## config.mk

```make
export PLATFORM = sky130hd
export DESIGN_NAME = uwire_eeprom_master
export DESIGN_NICKNAME = d
export VERILOG_FILES = /design/src/rtl/uwire_pkg.sv /design/src/rtl/uwire_pace.sv /design/src/rtl/uwire_poll_ctr.sv /design/src/rtl/uwire_shifter.sv /design/src/rtl/uwire_eeprom_master.sv
export SDC_FILE = /design/constraint.sdc
export NUM_CORES = 1
export LEC_CHECK = 0
export ABC_AREA = 1
export ABC_CLOCK_PERIOD_IN_PS = 3510
export BUFFER_PORTS_ARGS = -buffer_cell sky130_fd_sc_hd__buf_2
export CORE_ASPECT_RATIO = 1.1
export CORE_MARGIN = 10
export CORE_UTILIZATION = 45
export DETAILED_ROUTE_END_ITERATION = 16
export PLACE_DENSITY = 0.6
export RECOVER_POWER = 50
export SLEW_MARGIN = 25
export SYNTH_ARGS = -nofsm -noshare
export SYNTH_HDL_FRONTEND = slang
export SYNTH_SLANG_ARGS = --single-unit
```

## constraint.sdc

```tcl
create_clock -name clk_i -period 3.51 [get_ports clk_i]
set_input_delay 0.702 -clock clk_i [delete_from_list [all_inputs] [get_ports clk_i]]
set_output_delay 0.702 -clock clk_i [all_outputs]
set_load 0.1 [all_outputs]
```

## src/rtl/uwire_pkg.sv

```systemverilog
package uwire_pkg;

    typedef enum logic [1:0] {
        OP_READ  = 2'd0,
        OP_WRITE = 2'd1,
        OP_ERASE = 2'd2,
        OP_WREN  = 2'd3
    } uw_op_e;

    typedef enum logic [3:0] {
        S_IDLE,
        S_SELECT,
        S_CMD_LO,
        S_CMD_HI,
        S_RD_LO,
        S_RD_HI,
        S_WR_LO,
        S_WR_HI,
        S_DESEL,
        S_POLL,
        S_FINISH
    } uw_state_e;

    localparam int unsigned LEAD_ZEROS = 2;
    localparam int unsigned OPC_W      = 3;

    function automatic logic [OPC_W-1:0] opcode_of(uw_op_e op);
        logic [OPC_W-1:0] oc;
        unique case (op)
            OP_READ:  oc = 3'b110;
            OP_WRITE: oc = 3'b101;
            OP_ERASE: oc = 3'b111;
            default:  oc = 3'b100;
        endcase
        return oc;
    endfunction

endpackage

```

## src/rtl/uwire_pace.sv

```systemverilog
module uwire_pace #(
    parameter int unsigned SETTLE_CYCLES = 12500
) (
    input  logic clk_i,
    input  logic rst_ni,
    input  logic run_i,
    output logic tick_o
);
    localparam int unsigned CW = (SETTLE_CYCLES > 1) ? $clog2(SETTLE_CYCLES) : 1;
    localparam logic [CW-1:0] LAST = CW'(SETTLE_CYCLES - 1);

    logic [CW-1:0] cnt_q;

    always_ff @(posedge clk_i or negedge rst_ni) begin
        if (!rst_ni) begin
            cnt_q <= '0;
        end else if (!run_i || cnt_q == LAST) begin
            cnt_q <= '0;
        end else begin
            cnt_q <= cnt_q + 1'b1;
        end
    end

    assign tick_o = run_i && (cnt_q == LAST);

    a_r3_count_bound: assert property (@(posedge clk_i) disable iff (!rst_ni)
        cnt_q <= LAST);

endmodule

```

## src/rtl/uwire_poll_ctr.sv

```systemverilog
module uwire_poll_ctr #(
    parameter int unsigned MAX_POLLS = 10000
) (
    input  logic clk_i,
    input  logic rst_ni,
    input  logic clear_i,
    input  logic inc_i,
    output logic expire_o
);
    localparam int unsigned PW = (MAX_POLLS > 1) ? $clog2(MAX_POLLS) : 1;
    localparam logic [PW-1:0] LAST = PW'(MAX_POLLS - 1);

    logic [PW-1:0] cnt_q;

    always_ff @(posedge clk_i or negedge rst_ni) begin
        if (!rst_ni) begin
            cnt_q <= '0;
        end else if (clear_i) begin
            cnt_q <= '0;
        end else if (inc_i && cnt_q != LAST) begin
            cnt_q <= cnt_q + 1'b1;
        end
    end

    assign expire_o = (cnt_q == LAST);

    a_r7_poll_bound: assert property (@(posedge clk_i) disable iff (!rst_ni)
        cnt_q <= LAST);

endmodule

```

## src/rtl/uwire_shifter.sv

```systemverilog
module uwire_shifter
    import uwire_pkg::*;
#(
    parameter int unsigned ADDR_W = 6,
    parameter int unsigned DATA_W = 16
) (
    input  logic              clk_i,
    input  logic              rst_ni,
    input  logic              load_i,
    input  uw_op_e            op_i,
    input  logic              wr_en_i,
    input  logic [ADDR_W-1:0] addr_i,
    input  logic [DATA_W-1:0] wdata_i,
    input  logic              cmd_shift_i,
    input  logic              data_shift_i,
    input  logic              data_in_i,
    output logic              cmd_bit_o,
    output logic              data_bit_o,
    output logic              last_bit_o,
    output logic [DATA_W-1:0] data_word_o
);
    localparam int unsigned CMD_W = LEAD_ZEROS + OPC_W + ADDR_W;
    localparam int unsigned MAXB  = (CMD_W > DATA_W) ? CMD_W : DATA_W;
    localparam int unsigned CNT_W = $clog2(MAXB);

    logic [CMD_W-1:0]  cmd_q;
    logic [DATA_W-1:0] data_q;
    logic [CNT_W-1:0]  cnt_q;
    logic [ADDR_W-1:0] addr_field;
    logic [CMD_W-1:0]  cmd_word;

    always_comb begin
        if (op_i == OP_WREN) begin
            addr_field = {ADDR_W{wr_en_i}};
        end else begin
            addr_field = addr_i;
        end
        cmd_word = {{LEAD_ZEROS{1'b0}}, opcode_of(op_i), addr_field};
    end

    always_ff @(posedge clk_i or negedge rst_ni) begin
        if (!rst_ni) begin
            cmd_q  <= '0;
            data_q <= '0;
            cnt_q  <= '0;
        end else if (load_i) begin
            cmd_q  <= cmd_word;
            data_q <= wdata_i;
            cnt_q  <= CNT_W'(CMD_W - 1);
        end else if (cmd_shift_i) begin
            cmd_q <= {cmd_q[CMD_W-2:0], 1'b0};
            if (cnt_q == '0) begin
                cnt_q <= CNT_W'(DATA_W - 1);
            end else begin
                cnt_q <= cnt_q - 1'b1;
            end
        end else if (data_shift_i) begin
            data_q <= {data_q[DATA_W-2:0], data_in_i};
            if (cnt_q != '0) begin
                cnt_q <= cnt_q - 1'b1;
            end
        end
    end

    assign cmd_bit_o   = cmd_q[CMD_W-1];
    assign data_bit_o  = data_q[DATA_W-1];
    assign last_bit_o  = (cnt_q == '0);
    assign data_word_o = data_q;

    a_r1_no_double_shift: assert property (@(posedge clk_i) disable iff (!rst_ni)
        !(cmd_shift_i && data_shift_i));

endmodule

```

## src/rtl/uwire_eeprom_master.sv

```systemverilog
module uwire_eeprom_master
    import uwire_pkg::*;
#(
    parameter int unsigned ADDR_W        = 6,
    parameter int unsigned DATA_W        = 16,
    parameter int unsigned SETTLE_CYCLES = 12500,
    parameter int unsigned MAX_POLLS     = 10000
) (
    input  logic              clk_i,
    input  logic              rst_ni,
    input  logic              start_i,
    input  logic [1:0]        op_i,
    input  logic              wr_en_i,
    input  logic [ADDR_W-1:0] addr_i,
    input  logic [DATA_W-1:0] wdata_i,
    output logic              busy_o,
    output logic              done_o,
    output logic [DATA_W-1:0] rdata_o,
    output logic              timeout_o,
    output logic              mw_cs_o,
    output logic              mw_clk_o,
    output logic              mw_dout_o,
    input  logic              mw_din_i
);
    uw_state_e state_q, state_d;
    uw_op_e    op_q;
    logic      accept;
    logic      tick;
    logic      run;
    logic      cmd_bit, data_bit, last_bit;
    logic      cmd_shift, data_shift;
    logic      poll_clear, poll_inc, poll_expire;
    logic [DATA_W-1:0] data_word;
    logic              done_q, timeout_q;
    logic [DATA_W-1:0] rdata_q;

    assign accept = (state_q == S_IDLE) && start_i;
    assign run    = (state_q != S_IDLE);

    uwire_pace #(.SETTLE_CYCLES(SETTLE_CYCLES)) u_pace (
        .clk_i  (clk_i),
        .rst_ni (rst_ni),
        .run_i  (run),
        .tick_o (tick)
    );

    uwire_shifter #(.ADDR_W(ADDR_W), .DATA_W(DATA_W)) u_shift (
        .clk_i        (clk_i),
        .rst_ni       (rst_ni),
        .load_i       (accept),
        .op_i         (uw_op_e'(op_i)),
        .wr_en_i      (wr_en_i),
        .addr_i       (addr_i),
        .wdata_i      (wdata_i),
        .cmd_shift_i  (cmd_shift),
        .data_shift_i (data_shift),
        .data_in_i    (mw_din_i),
        .cmd_bit_o    (cmd_bit),
        .data_bit_o   (data_bit),
        .last_bit_o   (last_bit),
        .data_word_o  (data_word)
    );

    uwire_poll_ctr #(.MAX_POLLS(MAX_POLLS)) u_poll (
        .clk_i    (clk_i),
        .rst_ni   (rst_ni),
        .clear_i  (poll_clear),
        .inc_i    (poll_inc),
        .expire_o (poll_expire)
    );

    // next-state selection
    always_comb begin
        state_d = state_q;
        unique case (state_q)
            S_IDLE:   if (start_i) state_d = S_SELECT;
            S_SELECT: if (tick) state_d = S_CMD_LO;
            S_CMD_LO: if (tick) state_d = S_CMD_HI;
            S_CMD_HI: begin
                if (tick) begin
                    if (!last_bit) begin
                        state_d = S_CMD_LO;
                    end else begin
                        unique case (op_q)
                            OP_READ:  state_d = S_RD_LO;
                            OP_WRITE: state_d = S_WR_LO;
                            OP_ERASE: state_d = S_DESEL;
                            default:  state_d = S_FINISH;
                        endcase
                    end
                end
            end
            S_RD_LO:  if (tick) state_d = S_RD_HI;
            S_RD_HI:  if (tick) state_d = last_bit ? S_FINISH : S_RD_LO;
            S_WR_LO:  if (tick) state_d = S_WR_HI;
            S_WR_HI:  if (tick) state_d = last_bit ? S_DESEL : S_WR_LO;
            S_DESEL:  if (tick) state_d = S_POLL;
            S_POLL:   if (tick && (mw_din_i || poll_expire)) state_d = S_FINISH;
            S_FINISH: if (tick) state_d = S_IDLE;
            default:  state_d = S_IDLE;
        endcase
    end

    // state register
    always_ff @(posedge clk_i or negedge rst_ni) begin
        if (!rst_ni) begin
            state_q <= S_IDLE;
        end else begin
            state_q <= state_d;
        end
    end

    // pin and datapath control outputs
    always_comb begin
        mw_cs_o    = 1'b0;
        mw_clk_o   = 1'b0;
        mw_dout_o  = 1'b0;
        cmd_shift  = 1'b0;
        data_shift = 1'b0;
        poll_clear = 1'b0;
        poll_inc   = 1'b0;
        unique case (state_q)
            S_IDLE:   poll_clear = 1'b1;
            S_SELECT: mw_cs_o = 1'b1;
            S_CMD_LO: begin
                mw_cs_o   = 1'b1;
                mw_dout_o = cmd_bit;
            end
            S_CMD_HI: begin
                mw_cs_o   = 1'b1;
                mw_clk_o  = 1'b1;
                mw_dout_o = cmd_bit;
                cmd_shift = tick;
            end
            S_RD_LO:  mw_cs_o = 1'b1;
            S_RD_HI: begin
                mw_cs_o    = 1'b1;
                mw_clk_o   = 1'b1;
                data_shift = tick;
            end
            S_WR_LO: begin
                mw_cs_o   = 1'b1;
                mw_dout_o = data_bit;
            end
            S_WR_HI: begin
                mw_cs_o    = 1'b1;
                mw_clk_o   = 1'b1;
                mw_dout_o  = data_bit;
                data_shift = tick;
            end
            S_DESEL:  poll_clear = 1'b1;
            S_POLL: begin
                mw_cs_o  = 1'b1;
                poll_inc = tick && !mw_din_i;
            end
            S_FINISH: ;
            default: ;
        endcase
    end

    // operation result registers
    always_ff @(posedge clk_i or negedge rst_ni) begin
        if (!rst_ni) begin
            op_q      <= OP_READ;
            done_q    <= 1'b0;
            timeout_q <= 1'b0;
            rdata_q   <= '0;
        end else begin
            done_q <= (state_q == S_FINISH) && tick;
            if (accept) begin
                op_q      <= uw_op_e'(op_i);
                timeout_q <= 1'b0;
            end
            if (state_q == S_POLL && tick && !mw_din_i && poll_expire) begin
                timeout_q <= 1'b1;
            end
            if (state_q == S_FINISH && tick && op_q == OP_READ) begin
                rdata_q <= data_word;
            end
        end
    end

    assign busy_o    = (state_q != S_IDLE);
    assign done_o    = done_q;
    assign rdata_o   = rdata_q;
    assign timeout_o = timeout_q;

    a_r3_data_held: assert property (@(posedge clk_i) disable iff (!rst_ni)
        (mw_clk_o && $past(mw_clk_o)) |-> $stable(mw_dout_o));

    a_r3_edge_paced: assert property (@(posedge clk_i) disable iff (!rst_ni)
        $rose(mw_clk_o) |-> $past(tick));

    a_r8_done_single: assert property (@(posedge clk_i) disable iff (!rst_ni)
        done_o |=> !done_o);

    a_r8_done_deselected: assert property (@(posedge clk_i) disable iff (!rst_ni)
        done_o |-> (!mw_cs_o && !busy_o));

    a_r9_start_ignored: assert property (@(posedge clk_i) disable iff (!rst_ni)
        (busy_o && start_i) |=> $stable(op_q));

    a_r7_timeout_from_poll: assert property (@(posedge clk_i) disable iff (!rst_ni)
        $rose(timeout_o) |-> $past(state_q == S_POLL));

    a_r10_idle_pins: assert property (@(posedge clk_i) disable iff (!rst_ni)
        !busy_o |-> (!mw_cs_o && !mw_clk_o && !mw_dout_o));

endmodule

```

==> impl_results.md, run 1 <==
- H-tree Lvls: 3
- Clock root buffer: clkbuf_8
- CTS tree: yes
- Die X: 117 µm
- Pwr Total: 0.00341 W
- Global route overflow: 0
- Post_cts resized: 0
- Sink Count: 83
- Via/cell ratio: 5.11
- Synth top area share: 0.448
- Worst skew pair latency: 0.36 ns
- PwrDens: 672 nW/µm²
- Final nets: 698
- Drt total wl: 10900 µm
- Part of the cycle the worst path needs: 0.813
- Clk slew on worst S/H paths: 0.08 ns
- CTS max path bufs: 2
- Mapped Area: 4630 µm²
- Clk_skew: 0.0117 ns
- FP Rows: 38
- Worst Setup End Kind: output port
- IO buf count: 50
- HPWL after DPL: 7690 µm
- Final ANT Viol Nets: 0
- Mapped Avg Cell Area: 7.48 µm²
- Distinct cell type count after synthesis: 32
- Top Ports: 51
- Fill cells: 986
- # DRC: 0
- Die height: 126 µm
- Tmin final: 2.85 ns
- First-pass DRT Iterations: 4
- Share of post-route cells with drive strength above 1: 0.138
- CP arrival: 2.15 ns
- Largest net degree at the start of global routing: 84
- Vias in the first global route: 3810
- All-Layer GR Usage: 0.150
- Yosys warns: 0
- Post CTS Setup Buffer Count: 0
- Crit path launch type: register
- Final setup TNS: 0 ns
- Outcome: finished, violations left
- Worst VDD drop: 0.266 mV
- Via count: 4018
- First-pass GRT wire length: 18200 µm
- Critical Path Fanout Max: 16
- CP Class: reg2out
- # diodes: 0
- P&R area growth vs syn: 9.45%
- Post-Syn Nets: 655
- Post-Place Cells: 771
- Pre-CTS setup slack: 1.33 ns
- Worst Hold Class: reg2reg
- Leakage: 2.68 nW
- RSZ-0062 raised after global routing: false
- Synth Instances: 619
- Number of max-cap violations: 1
- Final hold violation count: 0
- 1st-iter DRT viols: 288
- Dominant cells by area after synthesis: dfrtp_1, nand2_1, nand3_1
- Final setup vio count: 0
- Initial core utilization: 0.464
- Routed wire per std cell: 13.9 µm
- CTS Hold Buffers Added: 0
- Final Max Slew Viols: 84
- Core ar.: 9980 µm²
- Least-Margin Pin Slew: 2.08 ns
- Die area: 14800 µm²
- Antenna violations before repair: 0
- Number of buffers created by CTS: 9
- Routability cong.: 0.951
- Synthesis-stage register bit count: 83
- Slew HR: -0.386
- Fmax: 0.351 GHz
- Failing checks: capacitance limit, slew limit
- Worst EP required: 2.81 ns
- Seq/Total Area, Yosys: 0.448
- Final setup margin: 0.657 ns
- Synth area leader: dfrtp_1
- Non-Filler Instances: 787
[per-stage QoR]
stage	utilization	hold slack (ns)	cell area, µm²
6_report	0.508	0.458	5070
5_1_grt	0.508	0.490	5070
4_1_cts	0.510	0.416	5090
3_5_place_dp	0.492	0.453	4910
3_3_place_gp	0.492	0.449	4910
2_1_floorplan	-	0.406	4630
[critical path, cell delays in order, from the launching register on]
cell and delay (ns):
dfrtp_1 0.48, nor2_1 0.29, nand2_4 0.19, nor2_1 0.34
inv_2 0.15, buf_2 0.33
[kinds of logic after synthesis]
kind of cell             Yosys count  synth area share
AND/OR/NAND/NOR                  423             0.406
flip-flops                        83             0.448
buffers and inverters             57            0.0597
AO/OA/AOI/OAI                     34            0.0389
XOR/XNOR                          15            0.0284
adder cells (fa/ha/maj)            7            0.0189
[final cells by class]
type / count / area [µm²] / area share
clock buffers: 11 / 141 / 0.0279
clock inverters: 5 / 38.8 / 0.00765
inverters: 38 / 144 / 0.0284
multi-input cells: 479 / 2260 / 0.447
flip-flops and latches: 83 / 2080 / 0.410
well taps: 120 / 150 / 0.0296
repair buffers: 51 / 255 / 0.0503
[layout by cell type (no fill, tap or decap), types with 2 or more instances in the layout]
cell / n
nand3_1: 71
xor2_1: 11
nor2_4: 3
nand4_1: 9
nand3b_1: 9
nor3_4: 2
nor2_1: 56
xnor2_1: 4
a21oi_1: 14
inv_1: 31
nor3_1: 10
clkbuf_8: 10
nand2_4: 2
inv_2: 6
clkinvlp_4: 4
ha_1: 7
o21ai_0: 16
buf_2: 47
dfrtp_1: 83
nand3_2: 3
nor2_2: 3
nand2_2: 5
nor3b_1: 2
clkbuf_1: 3
nand2_1: 246
[sequential cells by signal, indices dropped and copies added (netlist names)]
signal	flops
u_shift.cnt_q	4
u_poll.cnt_q	14
done_o	1
timeout_o	1
rdata_o	16
state_q	4
u_shift.cmd_q	11
u_shift.data_word_o	16
op_q	2
u_pace.cnt_q	14
[cell usage after synthesis]
master	count
a211oi_1	1
a21oi_1	14
a21oi_2	1
buf_2	10
buf_4	1
buf_6	6
clkbuf_1	2
clkinv_2	1
dfrtp_1	83
ha_1	7
inv_1	31
inv_2	6
nand2_1	246
nand2_2	5
nand2_4	2
nand3_1	71
nand3_2	3
nand3b_1	9
nand4_1	9
nand4_2	1
nor2_1	54
nor2_2	3
nor2_4	5
nor3_1	10
nor3_4	2
nor3b_1	2
o21ai_0	16
o22ai_1	1
o31ai_1	1
or2_2	1
xnor2_1	4
xor2_1	11
[path summary, 6_finish.rpt]
kind	start	to	slack [ns]	cells after the start
worst min-delay path	u_pace.cnt_q[0]$_DFF_PN0_	u_pace.cnt_q[0]$_DFF_PN0_	0.46	1
max in group asynchronous	rst_ni	u_shift.cnt_q[0]$_DFFE_PN0P_	1.37	1
worst max register to register	state_q[1]$_DFFE_PN0P_	u_shift.data_word_o[12]$_DFFE_PN0P_	1.06	8
worst min register to register	u_pace.cnt_q[0]$_DFF_PN0_	u_pace.cnt_q[0]$_DFF_PN0_	0.46	1
worst max-delay path	state_q[1]$_DFFE_PN0P_	busy_o	0.66	5
min in group asynchronous	rst_ni	u_pace.cnt_q[6]$_DFF_PN0_	0.94	1
[where the power goes]
group	switching (W)	internal (W)	leakage (nW)
Combinational	0.00105	0.000376	1.49
Sequential	0.000181	0.00116	1.12
Clock	0.000365	0.000278	0.0778
Total	0.00159	0.00181	2.68
[layer usage]
metal | vias up | GRT usage | routed length [µm]
li1 | 2063 | - | -
met1 | 1883 | 0.191 | 5090
met2 | 58 | 0.247 | 5260
met3 | 14 | 0.0250 | 380
met4 | 0 | 0.0611 | 186
met5 | - | 0 | 0
(Power assumes the default switching activity.)
==> run 2, diff against run 1 <==
--- a/config.mk
+++ b/config.mk
@@ -6,7 +6,7 @@
 export NUM_CORES = 1
 export LEC_CHECK = 0
 export ABC_AREA = 1
-export ABC_CLOCK_PERIOD_IN_PS = 3510
+export ABC_CLOCK_PERIOD_IN_PS = 3000
 export BUFFER_PORTS_ARGS = -buffer_cell sky130_fd_sc_hd__buf_2
 export CORE_ASPECT_RATIO = 1.1
 export CORE_MARGIN = 10
==> constraint.sdc (replaced) <==
create_clock -name clk_i -period 3 [get_ports clk_i]
set_input_delay 0.6 -clock clk_i [delete_from_list [all_inputs] [get_ports clk_i]]
set_output_delay 0.6 -clock clk_i [all_outputs]
set_load 0.1 [all_outputs]
==> run 2 against run 1 <==
Compared with the run above:
- the run still ends with capacitance limit, slew limit left
- setup slack lost 0.14 ns
- highest routed layer unchanged
- critical endpoint unchanged
- global-route usage rose by 0.098 points
- routed wire length rose by 0.13%
==> impl_results.md, run 2 (synthesis gave the netlist of run 1 again) <==
- Clk_skew: 0.00776 ns
- Part of the cycle the worst path needs: 0.827
- Sink Count: 83
- Commonest non-fill, non-tap cell in the layout: nand2_1
- First-pass GRT wire length: 18400 µm
- Critical Path Fanout Max: 16
- # diodes: 0
- Slew HR: -0.441
- Most frequent cells in the layout: nand2_1, dfrtp_1, nand3_1
- CTS Hold Buffers Added: 0
- Via/cell ratio: 5.08
- Final Max Slew Viols: 38
- 1st-iter DRT viols: 307
- FP Rows: 38
- P&R area growth vs syn: 11.2%
- Fmax: 0.403 GHz
- Vias in the first global route: 3862
- All-Layer GR Usage: 0.151
- Bufs and invs on worst path: 2
- CP max stage delay: 0.55 ns
- Final setup TNS: 0 ns
- Die height: 126 µm
- Reg2Reg Depth: 8
- IO buf count: 50
- H-tree Lvls: 3
- Final nets: 701
- Core ar.: 9980 µm²
- Initial core utilization: 0.464
- Worst Setup End Kind: output port
- Placed instance area: 4950 µm²
- CP Class: reg2out
- Worst VDD drop: 0.334 mV
- Hold path depth: 1
- Final ANT Viol Nets: 0
- CP arrival: 1.88 ns
- Die X: 117 µm
- Routed wire per std cell: 13.8 µm
- Pre-CTS setup slack: 0.872 ns
- Worst Hold Class: reg2reg
- Final hold violation count: 0
- Die area: 14800 µm²
- CP most frequent cell: nor2_4
- Final core occ: 0.516
- Leakage: 2.71 nW
- Failing checks: capacitance limit, slew limit
- Fill cells: 989
- Clk slew on worst S/H paths: 0.08 ns
- PwrDens: 802 nW/µm²
- Final setup margin: 0.519 ns
- CTS tree: yes
- Share of post-route cells with drive strength above 1: 0.134
- Via count: 4012
- Worst EP required: 2.40 ns
- Tmin final: 2.48 ns
- # DRC: 0
- Least-Margin Pin Slew: 2.16 ns
- Pwr Total: 0.00413 W
- RSZ-0062 raised after global routing: false
- CTS max path bufs: 2
- Post-route cell area: 5150 µm²
- HPWL after DPL: 8100 µm
- Number of buffers created by CTS: 9
- Worst skew pair latency: 0.36 ns
- First-pass DRT Iterations: 4
- Number of max-cap violations: 1
- Top Ports: 51
- Routability cong.: 0.971
- Antenna violations before repair: 0
- Slowest cell on the critical path: dfrtp_1
- Post_cts resized: 0
- Critical-path cell list: nor2_4 -> nand2_4 -> nor2_4 -> inv_2 -> buf_2
- Cell family with most CP delay: buffers and inverters
- Drt total wl: 10900 µm
- WP depth: 5
- Final setup vio count: 0
- Crit path launch type: register
- Post CTS Setup Buffer Count: 0
- Clock root buffer: clkbuf_8
- Largest net degree at the start of global routing: 47
- Global route overflow: 0
- Outcome: finished, violations left
-- run 2: cell types whose count changed in the layout (fill, tap and decap cells not counted), moves of 2 or more --
cell        previous run  this run
nor2_4                 3         5
buf_2                 47        40
clkbuf_8              10        12
clkbuf_1               3        10
buf_4                  1         3
clkinv_2               1         3
clkinvlp_4             4         1
nor2_1                56        54
-- run 2: layout make-up --
cell class,instances,area [µm²],area share
multi-input combinational,479,2280,0.443
tap,120,150,0.0291
clock inverter,4,47.5,0.00923
sequential,83,2080,0.403
clock buffer,12,165,0.0321
timing repair buffer,54,288,0.0559
inverter,38,144,0.0279
-- run 2: power breakdown --
group / internal [W] / total (W) / switching, W
clock: 0.000450 / 0.000844 / 0.000394
combinational: 0.000462 / 0.00170 / 0.00123
sequential: 0.00136 / 0.00159 / 0.000232
total: 0.00227 / 0.00413 / 0.00186
-- run 2: final timing paths --
| kind | start | end | slack, ns |
|---|---|---|---|
| max | state_q[1]$_DFFE_PN0P_ | busy_o | 0.52 |
| min | u_pace.cnt_q[0]$_DFF_PN0_ | u_pace.cnt_q[0]$_DFF_PN0_ | 0.46 |
| max reg2reg | state_q[1]$_DFFE_PN0P_ | u_shift.data_word_o[14]$_DFFE_PN0P_ | 0.84 |
| min reg2reg | u_pace.cnt_q[0]$_DFF_PN0_ | u_pace.cnt_q[0]$_DFF_PN0_ | 0.46 |
| max in group asynchronous | rst_ni | u_shift.cmd_q[9]$_DFFE_PN0P_ | 0.90 |
| min in group asynchronous | rst_ni | u_pace.cnt_q[6]$_DFF_PN0_ | 0.87 |
-- run 2: layer usage --
metal / part of all wire / vias up / GRT usage / routed length, µm
met5: 0 / - / 0 / 0
met4: 0.013 / 0 / 0.0560 / 140
met3: 0.040 / 12 / 0.0354 / 442
met2: 0.49 / 66 / 0.244 / 5310
met1: 0.46 / 1857 / 0.192 / 5040
li1: - / 2077 / - / -
-- run 2: per-stage QoR --
step / hold WS, ns / instances
2_1_floorplan: 0.304 / 619
3_3_place_gp: 0.445 / 773
3_5_place_dp: 0.453 / 774
4_1_cts: 0.223 / 790
5_1_grt: 0.496 / 790
6_report: 0.461 / 790
